## src/rtl/pwmd_pkg.sv

```systemverilog
package pwmd_pkg;
  localparam int PRE_W      = 6;
  localparam int PER_W      = 10;
  localparam int DATA_W     = 32;
  localparam int ADDR_W     = 5;
  localparam int MAX_CH     = 2;
  localparam int ABRUPT_BIT = PRE_W;
  localparam int FULL_BIT   = PER_W;

  typedef enum logic [1:0] {
    W_CTRL  = 2'd0,
    W_DUTY  = 2'd1,
    W_PER   = 2'd2,
    W_RSVD  = 2'd3
  } pwmd_word_e;

  typedef struct packed {
    logic [PRE_W-1:0] pre;
    logic             abrupt;
    logic [PER_W-1:0] dc;
    logic             full;
    logic [PER_W-1:0] pv;
  } pwmd_cfg_t;
endpackage

```

## src/rtl/pwmd_regbank.sv

```systemverilog
module pwmd_regbank
  import pwmd_pkg::*;
(
  input  logic              clk,
  input  logic              rst_n,
  input  logic              wr,
  input  logic [1:0]        word,
  input  logic [DATA_W-1:0] wdata,
  output logic [DATA_W-1:0] rdata,
  output pwmd_cfg_t         cfg
);
  pwmd_cfg_t regs;
  logic      unused_wdata;

  assign unused_wdata = ^wdata[DATA_W-1:FULL_BIT+1];

  always_ff @(posedge clk or negedge rst_n) begin
    if (!rst_n) begin
      regs <= '0;
    end else if (wr) begin
      unique case (pwmd_word_e'(word))
        W_CTRL: begin
          regs.pre    <= wdata[PRE_W-1:0];
          regs.abrupt <= wdata[ABRUPT_BIT];
        end
        W_DUTY: begin
          regs.dc   <= wdata[PER_W-1:0];
          regs.full <= wdata[FULL_BIT];
        end
        W_PER:   regs.pv <= wdata[PER_W-1:0];
        default: ;
      endcase
    end
  end

  always_comb begin
    rdata = '0;
    unique case (pwmd_word_e'(word))
      W_CTRL: begin
        rdata[PRE_W-1:0]  = regs.pre;
        rdata[ABRUPT_BIT] = regs.abrupt;
      end
      W_DUTY: begin
        rdata[PER_W-1:0] = regs.dc;
        rdata[FULL_BIT]  = regs.full;
      end
      W_PER:   rdata[PER_W-1:0] = regs.pv;
      default: rdata = '0;
    endcase
  end

  assign cfg = regs;
endmodule

```

## src/rtl/pwmd_channel.sv

```systemverilog
module pwmd_channel
  import pwmd_pkg::*;
(
  input  logic      clk,
  input  logic      rst_n,
  input  logic      en,
  input  pwmd_cfg_t cfg,
  output logic      pwm
);
  logic             run;
  logic [PRE_W-1:0] pc;
  logic [PER_W-1:0] cnt;
  logic [PRE_W-1:0] act_pre;
  logic [PER_W-1:0] act_pv;
  logic [PER_W-1:0] act_dc;
  logic             act_full;
  logic             tick_end;
  logic             boundary;

  assign tick_end = (pc == act_pre);
  assign boundary = tick_end && (cnt == act_pv);

  always_ff @(posedge clk or negedge rst_n) begin
    if (!rst_n) begin
      run      <= 1'b0;
      pc       <= '0;
      cnt      <= '0;
      act_pre  <= '0;
      act_pv   <= '0;
      act_dc   <= '0;
      act_full <= 1'b0;
    end else if (!run) begin
      pc  <= '0;
      cnt <= '0;
      if (en) begin
        run      <= 1'b1;
        act_pre  <= cfg.pre;
        act_pv   <= cfg.pv;
        act_dc   <= cfg.dc;
        act_full <= cfg.full;
      end
    end else if (!en && cfg.abrupt) begin
      run <= 1'b0;
      pc  <= '0;
      cnt <= '0;
    end else if (!tick_end) begin
      pc <= pc + 1'b1;
    end else begin
      pc <= '0;
      if (!boundary) begin
        cnt <= cnt + 1'b1;
      end else begin
        cnt      <= '0;
        act_pre  <= cfg.pre;
        act_pv   <= cfg.pv;
        act_dc   <= cfg.dc;
        act_full <= cfg.full;
        if (!en) run <= 1'b0;
      end
    end
  end

  assign pwm = run && (act_full || (cnt < act_dc));

  // counters never pass the active limits
  assert_counter_bound_R1: assert property (@(posedge clk) disable iff (!rst_n)
    run |-> (pc <= act_pre) && (cnt <= act_pv));

  // active configuration moves only across a boundary edge
  assert_shadow_hold_R5: assert property (@(posedge clk) disable iff (!rst_n)
    (run && !boundary) |=> ($stable(act_pre) && $stable(act_pv) &&
                            $stable(act_dc) && $stable(act_full)));

  // abrupt stop ends the run on the next edge
  assert_abrupt_stop_R7: assert property (@(posedge clk) disable iff (!rst_n)
    (run && !en && cfg.abrupt) |=> !run);

  // graceful stop keeps running until the boundary
  assert_graceful_hold_R6: assert property (@(posedge clk) disable iff (!rst_n)
    (run && !cfg.abrupt && !boundary) |=> run);
endmodule

```

## src/rtl/pwm_dual_bank.sv

```systemverilog
module pwm_dual_bank
  import pwmd_pkg::*;
#(
  parameter bit HAS_CH1 = 1'b1
) (
  input  logic              clk,
  input  logic              rst_n,
  input  logic [ADDR_W-1:0] addr,
  input  logic              we,
  input  logic [DATA_W-1:0] wdata,
  output logic [DATA_W-1:0] rdata,
  input  logic [MAX_CH-1:0] ch_en,
  output logic [MAX_CH-1:0] pwm_out
);
  localparam int NCH = HAS_CH1 ? 2 : 1;

  logic              ch_sel;
  logic [1:0]        word;
  logic [DATA_W-1:0] rd [MAX_CH];
  pwmd_cfg_t         cfg [MAX_CH];
  logic              unused_lsb;

  assign ch_sel     = addr[ADDR_W-1];
  assign word       = addr[3:2];
  assign unused_lsb = ^addr[1:0];

  for (genvar i = 0; i < MAX_CH; i++) begin : g_ch
    if (i < NCH) begin : g_on
      logic wr_i;
      assign wr_i = we && (ch_sel == i[0]);

      pwmd_regbank u_regs (
        .clk   (clk),
        .rst_n (rst_n),
        .wr    (wr_i),
        .word  (word),
        .wdata (wdata),
        .rdata (rd[i]),
        .cfg   (cfg[i])
      );

      pwmd_channel u_chan (
        .clk   (clk),
        .rst_n (rst_n),
        .en    (ch_en[i]),
        .cfg   (cfg[i]),
        .pwm   (pwm_out[i])
      );
    end else begin : g_off
      logic unused_en;
      assign unused_en  = ch_en[i];
      assign rd[i]      = '0;
      assign cfg[i]     = '0;
      assign pwm_out[i] = 1'b0;
    end
  end

  assign rdata = rd[ch_sel];
endmodule

```

## config.mk

```make
export PLATFORM = sky130hd
export DESIGN_NAME = pwm_dual_bank
export DESIGN_NICKNAME = d
export VERILOG_FILES = /design/src/rtl/pwmd_pkg.sv /design/src/rtl/pwmd_regbank.sv /design/src/rtl/pwmd_channel.sv /design/src/rtl/pwm_dual_bank.sv
export SDC_FILE = /design/constraint.sdc
export NUM_CORES = 1
export LEC_CHECK = 0
export ABC_AREA = 1
export ABC_CLOCK_PERIOD_IN_PS = 3400
export BUFFER_PORTS_ARGS = -buffer_cell sky130_fd_sc_hd__clkbuf_2
export CORE_MARGIN = 2
export CORE_UTILIZATION = 55
export DETAILED_ROUTE_END_ITERATION = 8
export GPL_TIMING_DRIVEN = 0
export PLACE_DENSITY_LB_ADDON = 0.25
export RECOVER_POWER = 25
export SETUP_SLACK_MARGIN = 0.3
export SLEW_MARGIN = 20
export SYNTH_ARGS = -nofsm -noshare
export SYNTH_HDL_FRONTEND = slang
export SYNTH_SLANG_ARGS = --single-unit
```

## constraint.sdc

```tcl
create_clock -name clk -period 3.4 [get_ports clk]
set_input_delay 0.34 -clock clk [delete_from_list [all_inputs] [get_ports clk]]
set_output_delay 0.34 -clock clk [all_outputs]
set_load 0.02 [all_outputs]
```

==> impl_summary.log, run 1 <==
[metrics] mean instance size in the synthesized netlist: 8.05 um^2
[metrics] number of enable flip-flop cells after synthesis: 0
[metrics] setup TNS: 0 ps
[metrics] transition time at the pin with the least slew margin: 568 ps
[metrics] leading area contributor after synthesis: dfrtp_1
[metrics] shortest period the worst path allows: 2630 ps
[metrics] clock-pin slew of the registers on the worst-case setup and hold paths: 60 ps
[metrics] vias in the first global route: 6,055
[metrics] Clock Sink Count: roughly 140
[metrics] dominant cell type by count on the critical path: clkbuf_1
[metrics] largest fanout on the critical path: 10
[metrics] combined area of all synthesized cells: 7670 um^2
[metrics] setup clock skew after layout: 7.23 ps
[metrics] core utilization of the finished layout: 0.640
[metrics] data arrival time of the critical path: about 2300 ps
[metrics] setup repair after global routing missed its margin: no
[metrics] H-tree level count: 4
[metrics] post-detailed-route wirelength per cell: 14.9 um
[metrics] register area: 3600 um^2
[metrics] CTS tree: yes
[metrics] register area share after synthesis: 0.470
[metrics] setup slack of the worst register-to-register path: 1660 ps
[metrics] Via-to-Cell Ratio: between 5 and 6
[metrics] number of buffers between clock root and the deepest sink: 2
[metrics] final standard cell area without fillers: 8810 um^2
[metrics] maximum number of pins on one net before global-route repair: 91
[metrics] Post-Syn Instances: ~950
[metrics] internal power of the cells: 4.28 mW
[metrics] fill cell count: 1,225
[metrics] first-pass GRT wire length: 30.4 mm
[metrics] total power divided by cell area: 751 nW/um^2
[metrics] Chip Height: between 100 and 150 um
[metrics] max-slew violation count: 0
[metrics] CTS resizes: 0
[metrics] die area: 14,900 um^2
[metrics] GRT Overall Usage: 0.266
[metrics] Top Family by Delay on Critical Path: buffers and inverters
[metrics] commonest cells in the synthesized netlist: nand2_1 (301), dfrtp_1 (144), inv_1 (99)
[metrics] Sw Share: 0.354
[metrics] startpoint class of the critical path: primary input
[metrics] Period Utilization, post-route: 0.775
[metrics] pre-CTS setup slack: slightly below 900 ps
[metrics] register bit count reported by yosys: 144
[metrics] part of the total power dissipated in the clock network: 0.308
[metrics] largest cells by area after synthesis: dfrtp_1 (47%), nand2_1 (15%), nand3_1 (5.7%)
[metrics] critical path data required time: 3060 ps
[metrics] initial core utilization: 0.557
[metrics] Clk Tree Root Cell: clkbuf_16
[metrics] number of port buffers: 31
[metrics] cts bufs inserted: 17
[metrics] Net Sw Power: 2.34 mW
[metrics] Synth warnings: 0
[metrics] DRC violations left: 0
[metrics] fraction of power consumed by combinational cells: 0.284
[metrics] Setup crit end kind: output port
[metrics] sequential share of power: 0.407
[metrics] Max transition margin: 0.621
[metrics] buffering stage count on the worst path with inverters included: 5
[metrics] P&R area growth vs syn: 14.9%
[metrics] die outline width: between 100 and 150 um
[metrics] latest clock arrival within the worst-skew pair: 430 ps
[metrics] Detail Placement HPWL: 13.1 mm
[metrics] number of antenna violations at the first check in global routing: 0
[metrics] overflow left after global routing: 0
[metrics] final cell count without fillers: 1,217
[metrics] library cells used by synthesis: 33
[metrics] top flip-flop cell by instance count after synthesis: dfrtp_1
[metrics] last weighted congestion value of the routability-driven placer: 0.928
[metrics] routed vias: 6,438
[metrics] multi-input combinational cell area: 3300 um^2
[metrics] fraction of layout instances using a drive strength above 1: 0.118
[metrics] CP cell instances: clkbuf_1 -> inv_1 -> ha_1 -> clkbuf_1 -> clkbuf_1 -> a221oi_1 -> nor3_1 -> clkbuf_2
[metrics] library cell with the highest instance count after synthesis: nand2_1
[metrics] Inserted Diodes: 0
[metrics] buffer count from post-CTS setup fixing: 0
[metrics] leakage: 4.72 nW
[metrics] first-pass detailed-route iteration total: 5
[metrics] critical-path cell with the highest stage delay: clkbuf_1
[metrics] IO Count: 76
[metrics] count of maximum capacitance violations: 0
[metrics] outcome: finished, final reports clean
[metrics] classification of the worst-slack hold path: in2reg
[metrics] placed cell area: 8160 um^2
[metrics] Routed WL: 18.2 mm
[metrics] top cell type's share of synthesized area: 0.470
[metrics] final hold violation count: 0
[metrics] final worst slack: 766 ps
[metrics] peak ir drop on the vdd network: between 0.3 and 0.4 mV
[metrics] drt initial violations: 555
[metrics] maximum achievable frequency: 380 MHz
[metrics] count of endpoints failing setup in the final report: 0
[metrics] NumNets Final: about 1,100
[metrics] residual antenna-violating net count after detailed routing: 0
[metrics] Cell Count Post-Placement: roughly 1,200
[metrics] placeable core region: between 10,000 and 15,000 um^2
[metrics] worst setup path class: in2out
[metrics] async set or reset register ratio after synthesis: 1.00
[metrics] number of rows in the core area: 43
[metrics] highest cell delay on the worst timing path: 430 ps
[area by class of cell]
class	count	area share
clock buffer	17	0.0483
buffer	59	0.0514
tap	180	0.0256
inverter	103	0.0439
clock inverter	14	0.0244
multi-input combinational	667	0.375
timing repair buffer	33	0.0226
sequential	144	0.409
[power groups by stage]
stage	clock network, mW	registers, mW	logic (mW)
finish	2.04	2.70	1.88
detailed placement	0	2.71	1.88
CTS	2.06	2.69	1.90
global route	2.14	2.76	2.19
global placement	0	2.70	1.81
floorplan	0	2.56	1.49
[flip-flops by register name (all words and copies together), names as in the netlist]
register	count
g_ch.g_on.u_chan.act_dc	20
g_ch.g_on.u_chan.act_full	2
g_ch.g_on.u_chan.act_pre	12
g_ch.g_on.u_chan.act_pv	20
g_ch.g_on.u_chan.cnt	20
g_ch.g_on.u_chan.pc	12
g_ch.g_on.u_chan.run	2
g_ch.g_on.u_regs.cfg	56
[final timing paths]
check,from,end,cells past startpoint
worst min-delay path,wdata[10],g_ch[1].g_on.u_regs.cfg[10]$_DFFE_PN0P_,3
max in group asynchronous,rst_n,g_ch[0].g_on.u_chan.pc[3]$_DFF_PN0_,3
worst max register to register,g_ch[1].g_on.u_chan.cnt[8]$_DFFE_PN0P_,g_ch[1].g_on.u_chan.act_pv[1]$_DFFE_PN0P_,10
worst min register to register,g_ch[0].g_on.u_chan.act_dc[2]$_DFFE_PN0P_,g_ch[0].g_on.u_chan.act_dc[2]$_DFFE_PN0P_,2
worst max-delay path,addr[2],rdata[5],8
min in group asynchronous,rst_n,g_ch[0].g_on.u_chan.act_dc[7]$_DFFE_PN0P_,2
[through the flow]
| step | hold slack, ps | total power [mW] |
|---|---|---|
| floorplan | 44.4 | 4.05 |
| global placement | 455 | 4.51 |
| detailed placement | 332 | 4.59 |
| CTS | 163 | 6.65 |
| global route | 184 | 7.09 |
| finish | 170 | 6.62 |
[layer usage]
layer	wire, um	vias up	GRT usage
li1	-	3177	-
met3	1150	40	0.0538
met5	0	-	0
met4	385	0	0.0941
met2	8080	228	0.391
met1	8550	2993	0.394
[layout by cell type, fill, tap and decap left out, drive strengths merged, types with 6 or more instances in the layout]
| cell type | count |
|---|---|
| nor3 | 14 |
| nand4 | 6 |
| inv | 104 |
| dfrtp | 144 |
| o21ai | 70 |
| xor2 | 15 |
| ha | 26 |
| a221oi | 17 |
| a21oi | 22 |
| nand2 | 307 |
| nand3 | 91 |
| buf | 39 |
| conb | 21 |
| nor2 | 59 |
| clkbuf | 69 |
| xnor2 | 6 |
[worst min-delay path: cells and delay by family]
kind / cells / cell delay [ps]
buffers and inverters: 2 / 140
AO/OA/AOI/OAI: 1 / 80
[cell families after synthesis]
group | share of synthesized area
AOI/OAI and AO/OA | 0.0922
xor gates and xnor gates | 0.0240
adders and majority gates | 0.0424
buffers and inverters | 0.109
DFF | 0.470
other | 0.000489
and+or+nand+nor | 0.262
[timing repair]
item	4_1_cts	5_1_grt
setup endpoints to repair	0	0
hold endpoints to repair	54	0
hold buffers	1	0
Note: power is estimated with default switching activity, not from simulation.
==> inputs of run 2 (changes only) <==
--- a/config.mk
+++ b/config.mk
@@ -6,7 +6,7 @@
 export NUM_CORES = 1
 export LEC_CHECK = 0
 export ABC_AREA = 1
-export ABC_CLOCK_PERIOD_IN_PS = 3400
+export ABC_CLOCK_PERIOD_IN_PS = 2600
 export BUFFER_PORTS_ARGS = -buffer_cell sky130_fd_sc_hd__clkbuf_2
 export CORE_MARGIN = 2
 export CORE_UTILIZATION = 55
==> constraint.sdc (replaced) <==
create_clock -name clk -period 2.6 [get_ports clk]
set_input_delay 0.26 -clock clk [delete_from_list [all_inputs] [get_ports clk]]
set_output_delay 0.26 -clock clk [all_outputs]
set_load 0.02 [all_outputs]
==> run 2 against run 1 <==
Final cell count up 2.0%. Global-route usage is 0.31 points higher. Clock-buffer cell count unchanged. Die area unchanged. Flip-flop and latch count did not move. Register-to-register slack lost 930 ps. Largest power group unchanged. Highest routed layer unchanged. First-iteration DRC count up 14%. Non-clock buffer count is 24 higher. Critical endpoint is now pwm_out[1]. Cell area rose by 5.1%. Worst setup slack got worse by 510 ps. Via count is 2.7% higher.
==> impl_summary.log, run 2 (same netlist as run 1, synthesis figures left out) <==
[metrics] placed cell area: 8160 um^2
[metrics] critical path data required time: 2340 ps
[metrics] clock-pin slew of the registers on the worst-case setup and hold paths: roughly 60 ps
[metrics] highest-count cells in the layout ignoring fill and taps: nand2_1 (300), dfrtp_1 (127), inv_1 (90)
[metrics] die area: 14,900 um^2
[metrics] routed vias: 6,615
[metrics] startpoint class of the critical path: flip-flop
[metrics] last weighted congestion value of the routability-driven placer: 0.928
[metrics] Detail Placement HPWL: ~13 mm
[metrics] pre-CTS setup slack: 246 ps
[metrics] number of buffers between clock root and the deepest sink: 2
[metrics] data arrival time of the critical path: 2090 ps
[metrics] Net Sw Power: 3.30 mW
[metrics] setup clock skew after layout: 7.29 ps
[metrics] residual antenna-violating net count after detailed routing: 0
[metrics] CTS tree: yes
[metrics] final worst slack: 254 ps
[metrics] overflow left after global routing: 0
[metrics] cts bufs inserted: 17
[metrics] latest clock arrival within the worst-skew pair: 430 ps
[metrics] placeable core region: 13,800 um^2
[metrics] max-slew violation count: 0
[metrics] startpoint of the worst register-to-register path: g_ch[1].g_on.u_chan.cnt[8]$_DFFE_PN0P_
[metrics] peak ir drop on the vdd network: between 0.4 and 0.5 mV
[metrics] total power divided by cell area: 981 nW/um^2
[metrics] drt initial violations: 635
[metrics] worst flop-to-flop path endpoint: g_ch[1].g_on.u_chan.act_dc[5]$_DFFE_PN0P_
[metrics] classification of the worst-slack hold path: in2reg
[metrics] fill cell count: 1,131
[metrics] number of port buffers: 31
[metrics] number of cells traversed by the worst register-to-register path: 11
[metrics] Chip Height: 122 um
[metrics] final standard cell area without fillers: 9260 um^2
[metrics] H-tree level count: 4
[metrics] initial core utilization: 0.557
[metrics] number of rows in the core area: 43
[metrics] DRC violations left: 0
[metrics] sequential share of power: 0.391
[metrics] largest fanout on the critical path: 2
[metrics] transition time at the pin with the least slew margin: 1410 ps
[metrics] Clk Tree Root Cell: clkbuf_16
[metrics] Clock Sink Count: 144
[metrics] capturing element of the worst setup path: pwm_out[1]
[metrics] maximum achievable frequency: 426 MHz
[metrics] number of flip-flops under the largest register name: 56
[metrics] die outline width: 122 um
[metrics] Routed WL: between 15 and 20 mm
[metrics] IO Count: 76
[metrics] Sw Share: 0.364
[metrics] setup repair after global routing missed its margin: yes
[metrics] overall power: 9.08 mW
[metrics] fraction of power consumed by combinational cells: 0.313
[metrics] Setup crit end kind: output port
[metrics] first-pass GRT wire length: between 30 and 40 mm
[metrics] worst setup path class: reg2out
[metrics] NumNets Final: 1,117
[metrics] leakage: 4.84 nW
[metrics] internal power of the cells: 5.78 mW
[metrics] Via-to-Cell Ratio: 5.33
[metrics] number of antenna violations at the first check in global routing: 0
[metrics] GRT Overall Usage: 0.270
[metrics] count of maximum capacitance violations: 0
[metrics] setup slack of the worst register-to-register path: about 730 ps
[metrics] part of the total power dissipated in the clock network: 0.296
[metrics] post-detailed-route wirelength per cell: 15.6 um
[metrics] shortest period the worst path allows: 2350 ps
[metrics] Period Utilization, post-route: 0.902
[metrics] maximum number of pins on one net before global-route repair: 91
[metrics] commonest non-fill, non-tap cell in the layout: nand2_1
[metrics] outcome: finished, final reports clean
[metrics] Inserted Diodes: 0
[metrics] count of endpoints failing setup in the final report: 0
[metrics] worst setup path start: g_ch[1].g_on.u_chan.act_dc[7]$_DFFE_PN0P_
[metrics] Max transition margin: 0.0624
[metrics] vias in the first global route: 6,118
[metrics] P&R area growth vs syn: 20.7%
[metrics] first-pass detailed-route iteration total: 5
[metrics] final hold violation count: 0
[metrics] fraction of layout instances using a drive strength above 1: 0.190
-- run 2: cell count changes in the layout (fill, tap and decap cells not counted), moves of 6 or more --
cell | before | now
ha_1 | 26 | 14
dfrtp_1 | 144 | 127
ha_4 | 0 | 12
inv_2 | 4 | 13
dfrtp_2 | 0 | 17
a21oi_1 | 22 | 16
inv_1 | 99 | 90
buf_4 | 24 | 48
a21oi_2 | 0 | 6
-- run 2: per-layer routing --
| layer | vias up | GRT usage | routed length (um) |
|---|---|---|---|
| li1 | 3231 | - | - |
| met1 | 3129 | 0.396 | 9020 |
| met2 | 216 | 0.398 | 8760 |
| met3 | 39 | 0.0538 | 1130 |
| met4 | 0 | 0.0955 | 394 |
| met5 | - | 0 | 0 |
-- run 2: worst min-delay path by stage --
stage | from | end | slack, ps | cells past startpoint
4_1_cts | ch_en[1] | g_ch[1].g_on.u_chan.run$_DFF_PN0_ | 80 | 3
3_3_place_gp | g_ch[0].g_on.u_chan.act_dc[6]$_DFFE_PN0P_ | g_ch[0].g_on.u_chan.act_dc[6]$_DFFE_PN0P_ | 450 | 2
2_1_floorplan | rst_n | g_ch[0].g_on.u_chan.act_dc[0]$_DFFE_PN0P_ | -40 | 0
5_1_grt | ch_en[0] | g_ch[0].g_on.u_chan.run$_DFF_PN0_ | 100 | 3
6_report | ch_en[0] | g_ch[0].g_on.u_chan.run$_DFF_PN0_ | 90 | 3
3_5_place_dp | rst_n | g_ch[0].g_on.u_chan.act_dc[3]$_DFFE_PN0P_ | 250 | 1
-- run 2: power by group through the flow --
stage	registers (mW)	logic [mW]	clock network [mW]
after global placement	3.52	2.37	0
final	3.55	2.84	2.69
after floorplan	3.35	1.94	0
after global routing	3.62	3.24	2.79
after CTS	3.52	2.55	2.69
after detailed placement	3.54	2.45	0
-- run 2: timing repair --
action,CTS,global route
setup endpoints to repair,6,3
setup buffers,2,22
gates resized for setup,17,46
pin swaps,7,16
hold buffers,1,0
hold endpoints to repair,54,0
gates cloned,0,0
-- run 2: critical path, cell delays in order, from the launching register on --
cell	delay [ps]
dfrtp_1	390
inv_2	70
ha_4	200
a21oi_2	170
nor3_2	60
a211oi_2	160
nand3_1	140
a21oi_2	200
buf_4	130
clkbuf_8	130
-- run 2: through the flow --
step                std cells   util  TNS [ps]  hold WS, ps
floorplan                 973      -         0        -35.6
detailed placement       1185  0.593         0          252
CTS                      1219  0.647         0         83.3
finish                   1241  0.672         0         86.7
global route             1241  0.672         0          104
global placement         1184  0.590   -166220          455
-- run 2: layout make-up --
class,count,area [um^2],area share
clock buffers,17,425,0.0459
multi-input cells,667,3540,0.382
plain buffers,59,454,0.0490
repair buffers,57,389,0.0420
inverters,103,387,0.0417
flip-flops and latches,144,3620,0.391
well taps,180,225,0.0243
clock inverters,14,215,0.0232
==> inputs of run 3 (changes only) <==
--- a/config.mk
+++ b/config.mk
@@ -18,4 +18,5 @@
 export SLEW_MARGIN = 20
 export SYNTH_ARGS = -nofsm -noshare
 export SYNTH_HDL_FRONTEND = slang
+export SYNTH_HIERARCHICAL = 1
 export SYNTH_SLANG_ARGS = --single-unit
==> run 3 against run 2 <==
Critical path depth is 1 lower. Synthesized cell count is 24% higher. Sequential share of layout area is 3.1 points lower. Largest cell class is now multi-input combinational cells. Clock skew is 3.7 ps higher. Largest power group unchanged. Cell area is 8.5% higher. Final cell count is 22% higher. Combinational power is 2% higher. Clock-buffer cell count is 1 higher. Sequential power is 5.6% lower. Via count is 16% higher.
==> impl_summary.log, run 3 <==
[metrics] first-pass detailed-route iteration total: 5
[metrics] last weighted congestion value of the routability-driven placer: ~0.9
[metrics] final hold violation count: 0
[metrics] Synth warnings: 6
[metrics] CTS tree: yes
[metrics] setup clock skew after layout: 10.9 ps
[metrics] routed vias: ~7,700
[metrics] placed cell area: ~9400 um^2
[metrics] largest cells by area after synthesis: dfrtp_1 (41%), nand2_1 (21%), inv_1 (5.4%)
[metrics] classification of the worst-slack hold path: in2reg
[metrics] hold path start: ch_en[0]
[metrics] library cell with the highest instance count after synthesis: nand2_1
[metrics] cts bufs inserted: 17
[metrics] Post-Synth Adder-Cell Area: 0.0426
[metrics] commonest cells in the synthesized netlist: nand2_1 (487), dfrtp_1 (144), inv_1 (126)
[metrics] Max transition margin: 0.556
[metrics] mean instance size in the synthesized netlist: 7.45 um^2
[metrics] Via-to-Cell Ratio: 5.08
[metrics] Routed WL: 21.2 mm
[metrics] H-tree level count: 4
[metrics] Period Utilization, post-route: 0.858
[metrics] setup slack of the worst register-to-register path: 800 ps
[metrics] residual antenna-violating net count after detailed routing: 0
[metrics] initial core utilization: 0.558
[metrics] max-slew violation count: 0
[metrics] Cell Count Post-Placement: between 1,000 and 1,500
[metrics] Detail Placement HPWL: 15.6 mm
[metrics] Inserted Diodes: 0
[metrics] worst setup path class: reg2out
[metrics] final standard cell area without fillers: 10,000 um^2
[metrics] fraction of synthesized cell area in xor and xnor cells: 0.00796
[metrics] transition time at the pin with the least slew margin: 666 ps
[metrics] top cell type's share of synthesized area: 0.409
[metrics] final cell count without fillers: 1,510
[metrics] library cells used by synthesis: 29
[metrics] number of antenna violations at the first check in global routing: 0
[metrics] mux cell area share after synthesis: 0
[metrics] worst flop-to-flop path endpoint: g_ch[1].g_on.u_chan/cnt[5]$_DFFE_PN0P_
[metrics] post-detailed-route wirelength per cell: ~14 um
[metrics] setup TNS: 0 ps
[metrics] fraction of power consumed by combinational cells: 0.333
[metrics] Net Sw Power: 3.33 mW
[metrics] total power divided by cell area: 862 nW/um^2
[metrics] NumNets Final: 1,353
[metrics] register bit count reported by yosys: 144
[metrics] Sw Share: 0.384
[metrics] latest clock arrival within the worst-skew pair: roughly 430 ps
[metrics] Setup crit end kind: output port
[metrics] number of enable flip-flop cells after synthesis: 0
[metrics] clock-pin slew of the registers on the worst-case setup and hold paths: 70 ps
[metrics] register area share after synthesis: 0.409
[metrics] area fraction in compound gates after synthesis: 0.0652
[metrics] count of maximum capacitance violations: 0
[metrics] number of rows in the core area: 46
[metrics] overflow left after global routing: 0
[metrics] worst setup path start: g_ch[0].g_on.u_chan/act_dc[7]$_DFFE_PN0P_
[metrics] largest family of logic cells by synthesized area: simple AND/OR/NAND/NOR gates
[metrics] async set or reset register ratio after synthesis: 1.00
[metrics] number of buffers between clock root and the deepest sink: 2
[metrics] fill cell count: 1,419
[metrics] data arrival time of the critical path: 1970 ps
[metrics] capturing element of the worst setup path: pwm_out[0]
[metrics] Chip Height: 131 um
[metrics] GRT Overall Usage: 0.264
[metrics] commonest non-fill, non-tap cell in the layout: nand2_1
[metrics] number of port buffers: 30
[metrics] part of the total power dissipated in the clock network: 0.280
[metrics] die outline width: approximately 130 um
[metrics] internal power of the cells: 5.33 mW
[metrics] sequential share of power: 0.387
[metrics] top flip-flop cell by instance count after synthesis: dfrtp_1
[metrics] maximum achievable frequency: 448 MHz
[metrics] startpoint of the worst register-to-register path: g_ch[1].g_on.u_chan/cnt[3]$_DFFE_PN0P_
[metrics] critical path data required time: 2340 ps
[metrics] shortest period the worst path allows: 2230 ps
[metrics] Clk Tree Root Cell: clkbuf_16
[metrics] setup repair after global routing missed its margin: yes
[metrics] vias in the first global route: a little over 7,000
[metrics] outcome: finished, final reports clean
[metrics] leading area contributor after synthesis: dfrtp_1
[metrics] fraction of layout instances using a drive strength above 1: 0.168
[metrics] area share of and/or/nand/nor cells after synthesis: 0.331
[metrics] Clock Sink Count: 144
[metrics] largest fanout on the critical path: 2
[metrics] startpoint class of the critical path: flip-flop
[metrics] placeable core region: 15,800 um^2
[metrics] count of endpoints failing setup in the final report: 0
[metrics] die area: 17,000 um^2
[metrics] number of flip-flops under the largest register name: 56
[metrics] Post-Syn Instances: between 1,000 and 1,500
[metrics] leakage: 5.67 nW
[metrics] DRC violations left: 0
[metrics] IO Count: 76
[metrics] number of cells traversed by the worst register-to-register path: 9
[metrics] highest-count cells in the layout ignoring fill and taps: nand2_1 (489), dfrtp_1 (133), inv_1 (125)
[metrics] peak ir drop on the vdd network: 0.604 mV
[metrics] drt initial violations: 710
[metrics] first-pass GRT wire length: 34.8 mm
[metrics] maximum number of pins on one net before global-route repair: a little over 80
[metrics] combined area of all synthesized cells: 8800 um^2
[metrics] P&R area growth vs syn: 14.1%
-- run 3: changes by cell type after synthesis, moves of 17 or more --
cell,change
buf_4,+28
o21ai_1,+31
nand2_1,+186
clkbuf_1,-18
o21ai_0,-64
nand4_1,+58
nand3_1,-45
nand2_2,+18
a221oi_1,-17
inv_1,+27
o21ai_2,+25
-- run 3: per-stage QoR --
step	utilization	hold slack [ps]	setup WS, ps	total power, mW
floorplan	-	-35.6	824	5.44
detailed placement	0.597	345	661	6.21
global placement	0.594	455	-1190	6.10
finish	0.637	77.6	368	8.66
global route	0.637	92.6	237	9.26
CTS	0.636	65.2	286	8.67
-- run 3: worst min path at each step --
stage | depth (start not counted) | slack [ps] | end
2_1_floorplan | 0 | -40 | g_ch[0].g_on.u_chan/act_dc[0]$_DFFE_PN0P_
3_3_place_gp | 2 | 460 | g_ch[0].g_on.u_chan/act_dc[4]$_DFFE_PN0P_
3_5_place_dp | 1 | 340 | g_ch[0].g_on.u_regs/cfg[19]$_DFFE_PN0P_
4_1_cts | 3 | 70 | g_ch[0].g_on.u_chan/run$_DFF_PN0_
5_1_grt | 3 | 90 | g_ch[1].g_on.u_chan/run$_DFF_PN0_
6_report | 3 | 80 | g_ch[0].g_on.u_chan/run$_DFF_PN0_
-- run 3: worst max-delay path, stage by stage (launching register included) --
cell	delay, ps
dfrtp_1	430
inv_2	90
ha_4	200
a21oi_2	130
nor2_1	50
a211oi_1	210
nand3_1	130
a21oi_2	160
buf_4	150
-- run 3: routing by layer --
metal | global-route usage | share of wire
met1 | 0.360 | 0.46
met2 | 0.420 | 0.46
met3 | 0.0554 | 0.061
met4 | 0.0932 | 0.019
met5 | 0 | 0
-- run 3: cell families (layout without fill, tap and decap cells) --
| kind of cell | after synthesis | in the layout |
|---|---|---|
| AND/OR/NAND/NOR | 690 | 690 |
| buffers and inverters | 222 | 294 |
| flip-flops | 144 | 144 |
| AO/OA/AOI/OAI | 86 | 86 |
| adder cells (fa/ha/maj) | 30 | 30 |
| XOR/XNOR | 8 | 8 |
| other | 2 | 42 |
-- run 3: power by group through the flow --
stage / Combinational, mW / Sequential (mW) / Clock, mW
final: 2.89 / 3.35 / 2.42
after global routing: 3.29 / 3.42 / 2.55
after CTS: 2.88 / 3.33 / 2.46
after detailed placement: 2.85 / 3.36 / 0
after global placement: 2.76 / 3.34 / 0
after floorplan: 2.27 / 3.16 / 0
-- run 3: area by class of cell --
class | count | area [um^2] | share of cell area
clock buffer | 18 | 429 | 0.0427
buffer | 87 | 713 | 0.0710
inverter | 135 | 512 | 0.0509
sequential | 144 | 3620 | 0.360
tap | 216 | 270 | 0.0269
timing repair buffer | 40 | 259 | 0.0258
clock inverter | 14 | 156 | 0.0156
multi-input combinational | 856 | 4090 | 0.407
-- run 3: repair_timing --
action,4_1_cts,5_1_grt
setup endpoints to repair,2,2
pin swaps,0,5
setup buffers,2,6
gates resized for setup,4,19
hold buffers,1,0
hold endpoints to repair,79,0
